==> src/rtl/sdram_dq_pkg.sv <==
package sdram_dq_pkg;

   // Command strobes sampled at one clock edge
   typedef struct packed {
      logic rd;
      logic wr;
      logic pre;
      logic bst;
      logic mrs;
   } dq_cmd_t;

   function automatic logic cmd_any(input dq_cmd_t c);
      return c.rd | c.wr | c.pre | c.bst | c.mrs;
   endfunction

endpackage

==> src/rtl/sdram_rd_pipe.sv <==
module sdram_rd_pipe
   import sdram_dq_pkg::*;
#(
   parameter int DW        = 8,
   parameter int LANE_W    = 8,
   parameter int BURST_LEN = 4,
   parameter int MAX_CL    = 3,
   parameter int MASK_LAT  = 2,
   localparam int LANES    = DW / LANE_W,
   localparam int CNT_W    = $clog2(BURST_LEN + 1),
   localparam int CL_W     = $clog2(MAX_CL + 1)
) (
   input  logic             clk,
   input  logic             rst_n,
   input  logic             en,
   input  dq_cmd_t          cmd,
   input  logic [CL_W-1:0]  cas_lat,
   input  logic [DW-1:0]    rd_beat,
   input  logic [LANES-1:0] dqm,
   output logic             dq_valid,
   output logic [LANES-1:0] dq_oe,
   output logic [DW-1:0]    dq_out
);

   logic [CNT_W-1:0] remain;
   logic             more, cut, issue;

   assign more  = (remain != '0);
   assign cut   = cmd.pre | cmd.bst | cmd.wr;
   assign issue = en & (cmd.rd | (more & ~cut));

   // Beats still to issue after the current one
   always_ff @(posedge clk or negedge rst_n) begin
      if (!rst_n)
         remain <= '0;
      else if (en) begin
         if (cmd.rd)
            remain <= CNT_W'(BURST_LEN - 1);
         else if (cut)
            remain <= '0;
         else if (more)
            remain <= remain - 1'b1;
      end
   end

   // Latency pipeline: stage i holds a beat issued i+1 edges ago
   logic          st_v [MAX_CL];
   logic [DW-1:0] st_d [MAX_CL];

   for (genvar i = 0; i < MAX_CL; i++) begin : g_stage
      if (i == 0) begin : g_head
         always_ff @(posedge clk or negedge rst_n) begin
            if (!rst_n) begin
               st_v[0] <= 1'b0;
               st_d[0] <= '0;
            end else if (en) begin
               st_v[0] <= issue;
               st_d[0] <= rd_beat;
            end
         end
      end else begin : g_tail
         always_ff @(posedge clk or negedge rst_n) begin
            if (!rst_n) begin
               st_v[i] <= 1'b0;
               st_d[i] <= '0;
            end else if (en) begin
               st_v[i] <= st_v[i-1];
               st_d[i] <= st_d[i-1];
            end
         end
      end
   end

   // Read mask pipeline, fixed delay independent of latency
   logic [LANES-1:0] mk [MASK_LAT];

   for (genvar m = 0; m < MASK_LAT; m++) begin : g_mask
      always_ff @(posedge clk or negedge rst_n) begin
         if (!rst_n)
            mk[m] <= '0;
         else if (en)
            mk[m] <= (m == 0) ? dqm : mk[(m == 0) ? 0 : m-1];
      end
   end

   // Latency tap select, out-of-range codes fall back to the longest tap
   logic [CL_W-1:0] tap;
   always_comb begin
      if (cas_lat == '0 || int'(cas_lat) > MAX_CL)
         tap = CL_W'(MAX_CL - 1);
      else
         tap = cas_lat - 1'b1;
   end

   logic          sel_v;
   logic [DW-1:0] sel_d;
   assign sel_v    = st_v[tap];
   assign sel_d    = st_d[tap];
   assign dq_valid = sel_v;

   for (genvar l = 0; l < LANES; l++) begin : g_lane
      assign dq_oe[l] = sel_v & ~mk[MASK_LAT-1][l];
      assign dq_out[l*LANE_W +: LANE_W] = dq_oe[l] ? sel_d[l*LANE_W +: LANE_W] : '0;
   end

   AST_CUT_NO_NEW_BEAT: assert property (@(posedge clk) disable iff (!rst_n)
      (en && (cmd.pre || cmd.bst) && !cmd.rd) |=> !st_v[0]);

   AST_STOP_NO_NEW_BEAT: assert property (@(posedge clk) disable iff (!rst_n)
      (en && cmd.bst && !cmd.rd) |=> !st_v[0]);

   AST_FREEZE_HOLD: assert property (@(posedge clk) disable iff (!rst_n)
      !en |=> ($stable(st_v[0]) && $stable(mk[0])));

   AST_READ_STARTS: assert property (@(posedge clk) disable iff (!rst_n)
      (en && cmd.rd) |=> st_v[0]);

endmodule

==> src/rtl/sdram_wr_gate.sv <==
module sdram_wr_gate
   import sdram_dq_pkg::*;
#(
   parameter int BURST_LEN = 4,
   parameter int LANES     = 1,
   localparam int CNT_W    = $clog2(BURST_LEN + 1)
) (
   input  logic             clk,
   input  logic             rst_n,
   input  logic             en,
   input  dq_cmd_t          cmd,
   input  logic [LANES-1:0] dqm,
   output logic             wr_accept,
   output logic [LANES-1:0] wr_byte_en
);

   logic [CNT_W-1:0] left;
   logic             kill;

   assign kill = cmd.rd | cmd.pre | cmd.bst;

   always_ff @(posedge clk or negedge rst_n) begin
      if (!rst_n)
         left <= '0;
      else if (en) begin
         if (kill)
            left <= '0;
         else if (cmd.wr)
            left <= CNT_W'(BURST_LEN - 1);
         else if (left != '0)
            left <= left - 1'b1;
      end
   end

   assign wr_accept  = en & ~kill & (cmd.wr | (left != '0));
   assign wr_byte_en = {LANES{wr_accept}} & ~dqm;

   AST_READ_ENDS_WRITE: assert property (@(posedge clk) disable iff (!rst_n)
      cmd.rd |-> !wr_accept);

   AST_FROZEN_NO_WRITE: assert property (@(posedge clk) disable iff (!rst_n)
      !en |-> !wr_accept);

   AST_WRITE_TAKES_CMD: assert property (@(posedge clk) disable iff (!rst_n)
      (en && cmd.wr && !kill) |-> wr_accept);

endmodule

==> src/rtl/sdram_mrs_guard.sv <==
module sdram_mrs_guard
   import sdram_dq_pkg::*;
(
   input  logic    clk,
   input  logic    rst_n,
   input  logic    en,
   input  dq_cmd_t cmd,
   output logic    mode_set_err
);

   logic armed;

   always_ff @(posedge clk or negedge rst_n) begin
      if (!rst_n) begin
         armed        <= 1'b0;
         mode_set_err <= 1'b0;
      end else begin
         mode_set_err <= en & armed & cmd_any(cmd);
         if (en)
            armed <= cmd.mrs;
      end
   end

   AST_MRS_GAP: assert property (@(posedge clk) disable iff (!rst_n)
      ((en && cmd.mrs) ##1 (en && cmd_any(cmd))) |=> mode_set_err);

   AST_MRS_QUIET: assert property (@(posedge clk) disable iff (!rst_n)
      !cmd_any(cmd) |=> !mode_set_err);

endmodule

==> src/rtl/sdram_dq_timing.sv <==
module sdram_dq_timing
   import sdram_dq_pkg::*;
#(
   parameter int DW        = 8,
   parameter int LANE_W    = 8,
   parameter int BURST_LEN = 4,
   parameter int MAX_CL    = 3,
   parameter int MASK_LAT  = 2,
   localparam int LANES    = DW / LANE_W,
   localparam int CL_W     = $clog2(MAX_CL + 1)
) (
   input  logic             clk,
   input  logic             rst_n,
   input  logic             cke,
   input  logic             cmd_read,
   input  logic             cmd_write,
   input  logic             cmd_precharge,
   input  logic             cmd_burst_stop,
   input  logic             cmd_mode_set,
   input  logic [CL_W-1:0]  cas_lat,
   input  logic [DW-1:0]    rd_beat,
   input  logic [LANES-1:0] dqm,
   output logic [LANES-1:0] dq_oe,
   output logic             dq_valid,
   output logic [DW-1:0]    dq_out,
   output logic             wr_accept,
   output logic [LANES-1:0] wr_byte_en,
   output logic             mode_set_err
);

   if (LANE_W < 1 || DW % LANE_W != 0) begin : g_bad_lane
      $error("DW must be a whole number of lanes");
   end
   if (BURST_LEN < 1) begin : g_bad_burst
      $error("BURST_LEN must be at least 1");
   end
   if (MAX_CL < 1) begin : g_bad_cl
      $error("MAX_CL must be at least 1");
   end
   if (MASK_LAT < 1) begin : g_bad_mask
      $error("MASK_LAT must be at least 1");
   end

   // Clock enable takes effect one edge after it is sampled
   logic en;
   always_ff @(posedge clk or negedge rst_n) begin
      if (!rst_n)
         en <= 1'b1;
      else
         en <= cke;
   end

   dq_cmd_t cmd;
   assign cmd = '{rd: cmd_read, wr: cmd_write, pre: cmd_precharge,
                  bst: cmd_burst_stop, mrs: cmd_mode_set};

   sdram_rd_pipe #(
      .DW(DW), .LANE_W(LANE_W), .BURST_LEN(BURST_LEN),
      .MAX_CL(MAX_CL), .MASK_LAT(MASK_LAT)
   ) u_rd (
      .clk(clk), .rst_n(rst_n), .en(en), .cmd(cmd), .cas_lat(cas_lat),
      .rd_beat(rd_beat), .dqm(dqm),
      .dq_valid(dq_valid), .dq_oe(dq_oe), .dq_out(dq_out)
   );

   sdram_wr_gate #(
      .BURST_LEN(BURST_LEN), .LANES(LANES)
   ) u_wr (
      .clk(clk), .rst_n(rst_n), .en(en), .cmd(cmd), .dqm(dqm),
      .wr_accept(wr_accept), .wr_byte_en(wr_byte_en)
   );

   sdram_mrs_guard u_mrs (
      .clk(clk), .rst_n(rst_n), .en(en), .cmd(cmd),
      .mode_set_err(mode_set_err)
   );

   AST_OE_ONLY_ON_BEAT: assert property (@(posedge clk) disable iff (!rst_n)
      !dq_valid |-> (dq_oe == '0 && dq_out == '0));

   AST_RESET_QUIET: assert property (@(posedge clk)
      !rst_n |-> (!dq_valid && !mode_set_err));

endmodule

==> config.mk <==
export PLATFORM = sky130hd
export DESIGN_NAME = sdram_dq_timing
export DESIGN_NICKNAME = d
export VERILOG_FILES = /design/src/rtl/sdram_dq_pkg.sv /design/src/rtl/sdram_rd_pipe.sv /design/src/rtl/sdram_wr_gate.sv /design/src/rtl/sdram_mrs_guard.sv /design/src/rtl/sdram_dq_timing.sv
export SDC_FILE = /design/constraint.sdc
export NUM_CORES = 1
export LEC_CHECK = 0
export ABC_AREA = 0
export BUFFER_PORTS_ARGS = -buffer_cell sky130_fd_sc_hd__buf_2
export CAP_MARGIN = 10
export CORE_UTILIZATION = 50
export CTS_BUF_LIST = sky130_fd_sc_hd__clkbuf_4
export DETAILED_ROUTE_END_ITERATION = 8
export PLACE_DENSITY = 0.69
export SYNTH_ARGS = -nofsm -noshare
export SYNTH_HDL_FRONTEND = slang
export SYNTH_SLANG_ARGS = --single-unit
==> constraint.sdc <==
create_clock -name clk -period 1.6 [get_ports clk]
set_input_delay 0.16 -clock clk [delete_from_list [all_inputs] [get_ports clk]]
set_output_delay 0.16 -clock clk [all_outputs]
set_load 0.02 [all_outputs]
==> metrics, run 1 <==
DIE AREA=3980 um^2; Initial Util=0.538; drc violations=0; ys async rst share=1.00; Synth area leaders=dfrtp_1 50%, mux2_2 19%, mux2i_1 4.3%; Slew @ Worst Pin=0.495 ns; Post-synth EDFFs=0; worst hold slack=0.0443 ns; final core utilization=0.672; WS Path Type=flip-flop to primary output; Clock Skew=0.0106 ns; slowest stage cell, crit path=dfrtp_1; GRT Overall Usage=0.209; initial antenna violation count=0; Worst VDD drop=0.693 mV; power per cell area=1100 nW/um^2; Clock Sinks=38; sequential-to-total area share from yosys stat=0.510; Iteration-0 DRC Markers=22; Overflow after GRT=0; endpoint type of the worst setup path=primary output; MaxCap Viol Count=0; clock tree buffer depth=2; core area=3470 um^2; dominant cell type by area after synthesis=dfrtp_1; worst skew pair latency=0.34 ns; cell with the most instances after synthesis=dfrtp_1; WL/cell=14.7 um; Cells after Synth=151; final setup fails=12; Core Rows=21; failing checks=setup timing; min-delay worst type=input port to flip-flop; Slew Viols, Final=0; end of the worst register-to-register path=u_rd.st_v[2]; Inserted Diodes=0; Top FF cell, synth=dfrtp_1; cell chain of the critical path=mux2_4 -> mux2i_4 -> buf_12 -> nor3_1 -> buf_2; final worst-path cycle share=1.08; Syn-to-layout area delta=24.9%; syn nets=176; Leak Pwr=1.06 nW; Num CTS Buffers=5; Filler cells=295; CP max FO=10; flop2flop setup slack=0.20 ns; first-pass GRT wire length=6.30 mm; placed inst area=2120 um^2; Worst R2R Start=u_rd.remain[1]; HPWL after DPL=2.39 mm; layout cells sized above 1=0.472; vias in the first global route=1,400; TNS Setup=-1.26 ns; largest net degree at the start of global routing=41; minimum clock period=1.72 ns; area share of the largest cell type after synthesis=0.496; Post-Syn Area=1870 um^2; CTS tree=yes; crit path DAT=1.56 ns; Slew HR=0.667; WL final=3.55 mm; Ys Warns=0; Worst Setup EP=dq_out[1]; chip height=63.1 um; reg2reg path depth=5; final net count=219; Avg Vias per Cell=5.51; Cell variety after synth=31; Max Freq=580 MHz; RSZ-0062 raised after global routing=yes; crit path launch type=flip-flop; Clock transition at path regs=0.11 ns; Die Wd=63.1 um; Syn Area/Cell=12.4 um^2; Seq cells post-synth=38; Final Total Pwr=2.56 mW; CP Launch Point=u_rd.st_v[1]; final instance area=2330 um^2; post-route ant nets=0; DR vias=1,327; delay of the slowest critical-path stage=0.40 ns; Root Driver=clkbuf_4; First-pass DRT Iterations=4; Top Ports=32; Final Hold Violating Endpoints=0; status=complete, but fails checks; Commonest cells post-synth=37 x dfrtp_1, 31 x mux2_2, 10 x inv_1; GPL Wtd Cong=0.753; CP required=1.44 ns; buffers added on ports=31; H-Tree Depth=2; setup ws final=-0.124 ns
through the flow:
step                      std cells  setup WS (ns)
after CTS                       242         -0.172
after global placement          227         0.0204
final                           241         -0.124
after floorplan                 151        0.00778
after global routing            241         -0.207
after detailed placement        227        0.00849
final cells by class:
class,count,area [um^2],area share
multi-input cells,94,886,0.380
clock buffers,5,37.5,0.0161
inverters,10,37.5,0.0161
well taps,46,57.6,0.0247
clock inverters,3,63.8,0.0274
flip-flops and latches,38,952,0.408
repair buffers,45,298,0.128
routing by layer:
metal  share of wire  routed length (um)  vias up  track usage
met5               0                   0        -            0
met4           0.031                 109        0        0.116
li1                -                   -      633            -
met3           0.036                 129       11       0.0525
met1            0.45                1610      653        0.266
met2            0.48                1700       30        0.325
where the power goes:
group / switching, mW / total [mW] / internal (mW)
sequential: 0.0881 / 1.18 / 1.09
clock: 0.305 / 0.787 / 0.481
combinational: 0.276 / 0.594 / 0.317
flip-flops by register name, summed over array words and instances (netlist names):
register,flops
u_rd.st_d,24
u_rd.remain,3
u_rd.st_v,3
u_wr.left,3
u_rd.mk,2
en,1
u_mrs.armed,1
u_mrs.mode_set_err,1
cell families after synthesis:
kind of cell,count (synthesis),share of synthesized area
compound gates,24,0.0985
fa+ha+maj,6,0.0402
buf+inv,19,0.0436
flops,38,0.510
mux,40,0.242
simple gates,24,0.0657
cell usage in the layout, fill, tap and decap left out, drive strengths merged, types with 2 or more instances in the layout:
| cell | Yosys | layout |
|---|---|---|
| a2bb2oi | 7 | 7 |
| dfrtp | 37 | 37 |
| mux2 | 31 | 31 |
| mux2i | 9 | 9 |
| inv | 10 | 10 |
| a21o | 2 | 2 |
| dlygate4sd3 | 0 | 2 |
| nor2b | 3 | 3 |
| or3 | 2 | 2 |
| o21ai | 5 | 5 |
| clkbuf | 2 | 5 |
| buf | 7 | 43 |
| a22o | 2 | 2 |
| bufinv | 0 | 2 |
| a22oi | 2 | 2 |
| o31ai | 2 | 2 |
| nor3 | 9 | 9 |
| nor2 | 5 | 5 |
| ha | 6 | 6 |
worst max-delay path: cells and delay by family, from the launching register on:
family,cells,cell delay (ns)
DFF,1,0.40
buffers and inverters,2,0.33
and+or+nand+nor,1,0.05
muxes,2,0.44
worst min-delay path by stage:
stage | endpoint | slack [ns] | from | cells past startpoint
global placement | u_wr.left[0] | 0.23 | rst_n | 2
CTS | u_rd.st_d[20] | 0.02 | rd_beat[4] | 2
floorplan | u_mrs.armed | -0.14 | rst_n | 0
global route | u_rd.st_d[20] | 0.009 | rd_beat[4] | 2
finish | u_rd.st_d[20] | 0.04 | rd_beat[4] | 2
detailed placement | u_wr.left[2] | 0.24 | rst_n | 2
what timing repair did:
item                                    4_1_cts  5_1_grt
endpoints found under the setup margin       12       12
pin swaps                                     1        4
endpoints found under the hold margin        38        0
gates resized for setup                      12        5
setup buffers                                 5        0
hold buffers                                  2        0
cloned                                        0        0
Note: power is estimated with default switching activity, not from simulation.
==> run 2, diff against run 1 <==
ABC_CLOCK_PERIOD_IN_PS = 2200   (was not set)
SLEW_MARGIN = 30   (was not set)
clock period = 2.2 ns   (was 1.6 ns; I/O delays follow)
==> run 2 against run 1 <==
  * The flow now finishes without violations
  * Clock-buffer cell count did not move
  * Clock power is 25% lower
  * Flip-flop and latch count did not move
  * Die area unchanged
  * Critical path depth up 2
  * Worst setup slack better by 0.35 ns
  * Non-clock buffer count down 8
  * Total power down 29%
  * Via count shrank 4.4%
  * Cell area fell by 6.2%
  * Wire length decreased by 2.6%
  * Largest cell class unchanged
==> metrics, run 2 (synthesized netlist as in run 1, its figures left out) <==
status=completed; CTS tree=yes; Iteration-0 DRC Markers=29 (+32%); commonest non-fill, non-tap cell in the layout=dfrtp_1; Inserted Diodes=0 (unchanged); largest net degree at the start of global routing=39 (-4.9%); crit path DAT=1.76 ns (+0.20 ns); RSZ-0062 raised after global routing=no; final setup fails=0 (-12); MaxCap Viol Count=0 (unchanged); clock tree buffer depth=2 (unchanged); Clock Sinks=38 (unchanged); register area=952 um^2 (unchanged); CP required=1.98 ns (+0.54 ns); Syn-to-layout area delta=17.2%; post-route ant nets=0 (unchanged); layout cells sized above 1=0.401 (-0.0707); max FFs per register=24 (unchanged); Die Wd=63.1 um (unchanged); minimum clock period=1.98 ns; TNS Setup=0 ns (+1.26 ns); Avg Vias per Cell=5.44 (-1.2%); First-pass DRT Iterations=4 (unchanged); chip height=63.1 um (unchanged); Core Rows=21 (unchanged); drc violations=0 (unchanged); Slew @ Worst Pin=0.822 ns (+0.327 ns); Filler cells=299 (+1.4%); most frequent cells in the layout=37 x dfrtp_1, 31 x mux2_2, 31 x buf_2; first-pass GRT wire length=6.07 mm (-3.7%); DR vias=1,268 (-4.4%); setup ws final=0.225 ns (+0.349 ns); Root Driver=clkbuf_4; vias in the first global route=1,270 (-9.3%); initial antenna violation count=0 (unchanged); Slew Viols, Final=0 (unchanged); GPL Wtd Cong=0.808 (+7.4%); multi-input logic area=833 um^2 (-5.9%); min-delay worst type=input port to flip-flop; Non-Filler Instances=233 (-3.3%); Worst VDD drop=0.472 mV (-32%); Top Ports=32 (unchanged); final worst-path cycle share=0.898; H-Tree Depth=2 (unchanged); Final Hold Violating Endpoints=0 (unchanged); DIE AREA=3980 um^2 (unchanged); WS Path Type=flip-flop to primary output; Leak Pwr=1.01 nW (-5.2%); Max Freq=506 MHz; crit path launch type=flip-flop; Post-Place Cells=223 (-1.8%); Slew HR=0.452 (-0.215); Num CTS Buffers=5 (unchanged); Initial Util=0.538 (unchanged); CP max FO=4 (-6); Setup WS pre-CTS=0.313 ns (+0.304 ns); Overflow after GRT=0 (unchanged); HPWL after DPL=2.40 mm (+0.41%); GRT Overall Usage=0.201 (-0.00779); core area=3470 um^2 (unchanged); buffers added on ports=31 (unchanged); WL/cell=14.8 um (+0.78%); Reg with most FFs=u_rd.st_d; Clock Skew=0.0134 ns (+0.00286 ns); power per cell area=827 nW/um^2 (-25%); WL final=3.46 mm (-2.6%); endpoint type of the worst setup path=primary output; final net count=211 (-3.7%); worst skew pair latency=0.35 ns (about the same); Clock transition at path regs=0.12 ns (about the same)
==> run 2: cell count changes in the layout (fill, tap and decap cells not counted), sizes merged <==
| cell | delta |
|---|---|
| buf | -8 |
==> run 2: power by group <==
part	internal (mW)	switching [mW]
clock	0.350	0.238
sequential	0.791	0.0657
combinational	0.182	0.181
total	1.32	0.485
==> run 2: cell type report <==
type,count,area share
flip-flops and latches,38,0.435
repair buffers,37,0.0938
inverters,10,0.0172
multi-input cells,94,0.381
clock buffers,5,0.0172
well taps,46,0.0263
clock inverters,3,0.0292
==> run 2: worst paths after layout <==
path,from,to,slack (ns),cells after the start
setup / recovery,u_wr.left[0],wr_byte_en,0.22,7
hold / removal,rd_beat[6],u_rd.st_d[22],0.1,2
setup reg to reg,en,u_rd.remain[1],0.77,3
hold reg to reg,u_mrs.armed,u_mrs.mode_set_err,0.52,1
max in group asynchronous,rst_n,u_rd.st_d[19],1.19,2
min in group asynchronous,rst_n,u_wr.left[1],0.48,2
==> run 2: repair_timing <==
action / CTS / global route
setup endpoints to repair: 0 / 2
resized for setup: 0 / 1
setup buffers: 0 / 0
endpoints found under the hold margin: 38 / 0
hold buffers: 2 / 0
==> run 2: critical path: stages (launching register included) <==
cell     delay [ns]
dfrtp_1        0.41
inv_1          0.08
ha_1           0.16
ha_1           0.21
inv_1          0.05
o21ai_1        0.26
nor3_1         0.07
buf_2          0.16
==> run 2: metrics by stage <==
stage / power (mW) / utilization / cell area [um^2] / hold WS (ns)
after CTS: 1.82 / 0.631 / 2190 / 0.0839
final: 1.81 / 0.631 / 2190 / 0.0954
after detailed placement: 1.23 / 0.596 / 2070 / 0.326
after floorplan: 1.12 / - / 1870 / -0.0756
after global routing: 1.90 / 0.631 / 2190 / 0.0831
after global placement: 1.21 / 0.596 / 2070 / 0.326
==> run 2: per-layer routing <==
| layer | vias to the layer above | global-route usage | share of wire |
|---|---|---|---|
| li1 | 612 | - | - |
| met1 | 624 | 0.263 | 0.48 |
| met2 | 27 | 0.315 | 0.45 |
| met3 | 5 | 0.0634 | 0.051 |
| met4 | 0 | 0.0698 | 0.015 |
| met5 | - | 0 | 0 |
==> run 3, diff against run 2 <==
ABC_CLOCK_PERIOD_IN_PS = 1900   (was 2200)
clock period = 1.9 ns   (was 2.2 ns; I/O delays follow)
==> run 3 against run 2 <==
  * Core utilization increased by 0.54 points
  * Wire length decreased by 1.6%
  * Via count increased by 0.63%
  * Total power increased by 2.5%
  * First-iteration DRC count increased by 24%
  * Sequential power increased by 16%
  * Final cell count increased by 0.86%
  * Sequential share of layout area decreased by 0.37 points
  * Global-route usage decreased by 0.83 points
  * Flip-flop and latch count unchanged
  * Critical endpoint is now dq_out[7]
  * Register-to-register slack got worse by 0.30 ns
  * Clock power decreased by 32%
==> metrics, run 3 (synthesized netlist as in run 1, its figures left out) <==
status=completed; DR vias=1,276 (+0.63%); routing usage on met1=0.239 (-0.0240); WL/cell=14.5 um (-2.4%); Setup WS pre-CTS=0.205 ns (-0.107 ns); Worst VDD drop=0.568 mV (+20%); Reg with most FFs=u_rd.st_d; final instance area=2210 um^2 (+0.86%); DIE AREA=3980 um^2 (unchanged); clock tree buffer depth=2 (unchanged); setup ws final=0.0780 ns (-0.147 ns); max FFs per register=24 (unchanged); final net count=213 (+0.95%); Core Rows=21 (unchanged); first-pass GRT wire length=5.87 mm (-3.2%); First-pass DRT Iterations=3 (-1); Slew Viols, Final=0 (unchanged); most used routing layer=met2; initial antenna violation count=0 (unchanged); Initial Util=0.538 (unchanged); crit path launch type=flip-flop; GPL Wtd Cong=0.728 (-10%); Leak Pwr=1.01 nW (about the same); Clock transition at path regs=0.11 ns (about the same); vias in the first global route=1,286 (+1.3%); core area=3470 um^2 (unchanged); delay of the slowest critical-path stage=0.42 ns (about the same); Iteration-0 DRC Markers=36 (+24%); TNS Setup=0 ns (unchanged); HPWL after DPL=2.43 mm (+1.3%); buffers added on ports=31 (unchanged); Overflow after GRT=0 (unchanged); Syn-to-layout area delta=18.2%; crit path DAT=1.63 ns (-0.13 ns); Top Ports=32 (unchanged); WL final=3.41 mm (-1.6%); drc violations=0 (unchanged); post-route ant nets=0 (unchanged); Final Hold Violating Endpoints=0 (unchanged); min-delay worst type=input port to flip-flop; Die Wd=63.1 um (unchanged); Max Freq=549 MHz; most frequent cells in the layout=37 x dfrtp_1, 31 x mux2_2, 31 x buf_2; GRT Overall Usage=0.193 (-0.00833); final worst-path cycle share=0.959; met2 Use GR=0.313 (-0.00134); Inserted Diodes=0 (unchanged); met3 global-route usage=0.0616 (-0.00181); cell chain of the critical path=mux2_2 -> mux2i_4 -> buf_12 -> nor3_1 -> buf_2; CTS tree=yes; CP required=1.71 ns (-0.27 ns); MaxCap Viol Count=0 (unchanged); Root Driver=clkbuf_4; Slew HR=0.463 (+0.0111); layout cells sized above 1=0.429 (+0.0275); worst skew pair latency=0.34 ns (about the same); slowest stage cell, crit path=dfrtp_1; power per cell area=840 nW/um^2 (+1.6%); WS Path Type=flip-flop to primary output; Clock Skew=0.00950 ns (-0.00391 ns); Clock Sinks=38 (unchanged); commonest non-fill, non-tap cell in the layout=dfrtp_1; Slew @ Worst Pin=0.806 ns (-0.0167 ns); chip height=63.1 um (unchanged); H-Tree Depth=2 (unchanged); final setup fails=0 (unchanged); placed inst area=2080 um^2 (+0.61%); minimum clock period=1.82 ns; largest net degree at the start of global routing=39 (unchanged); endpoint type of the worst setup path=primary output; CP max FO=8 (+4); Avg Vias per Cell=5.43 (-0.23%); Num CTS Buffers=5 (unchanged)
## run 3: critical path: cells and delay by family (launching register included)
| family | cells | cell delay [ns] |
|---|---|---|
| multiplexers | 2 | 0.49 |
| buffers and inverters | 2 | 0.33 |
| flip-flops | 1 | 0.42 |
| AND/OR/NAND/NOR | 1 | 0.05 |
## run 3: path summary, 6_finish.rpt
check | start | end | slack [ns] | depth (start not counted)
min reg2reg | u_mrs.armed | u_mrs.armed | 0.53 | 1
max reg2reg | en | u_rd.st_d[21] | 0.47 | 2
max | u_rd.st_v[2] | dq_out[7] | 0.08 | 5
min | rd_beat[4] | u_rd.st_d[20] | 0.08 | 2
min in group asynchronous | rst_n | u_rd.mk[1] | 0.47 | 2
max in group asynchronous | rst_n | u_mrs.armed | 0.92 | 2
## run 3: power by group
part	switching (mW)	internal (mW)
combinational	0.218	0.244
clock	0.243	0.153
sequential	0.0794	0.916
total	0.541	1.31
## run 3: timing repair
action | in CTS | in global routing
endpoints found under the setup margin | 2 | 11
hold endpoints to repair | 38 | 0
hold buffers | 2 | 0
resized for setup | 2 | 5
pin swaps | 0 | 0
buffers inserted | 0 | 2
## run 3: per-layer routing
metal	up-vias	routed length (um)
met5	-	0
met4	0	63
met2	26	1650
li1	617	-
met1	624	1530
met3	9	162
## run 3: area by class of cell
cell class / count / area, um^2
inverter: 10 / 37.5
clock inverter: 2 / 8.76
timing repair buffer: 39 / 245
clock buffer: 6 / 45.0
multi-input combinational: 94 / 860
sequential: 38 / 952
tap: 46 / 57.6
fill: 296 / 1260
## run 3: per-stage QoR
step / utilization / cells / total power, mW / hold slack, ns
after detailed placement: 0.599 / 223 / 1.43 / 0.296
final: 0.636 / 235 / 1.85 / 0.0812
after global placement: 0.599 / 223 / 1.41 / 0.296
after global routing: 0.636 / 235 / 1.97 / 0.0614
after floorplan: - / 151 / 1.29 / -0.106
after CTS: 0.622 / 233 / 1.84 / 0.0721
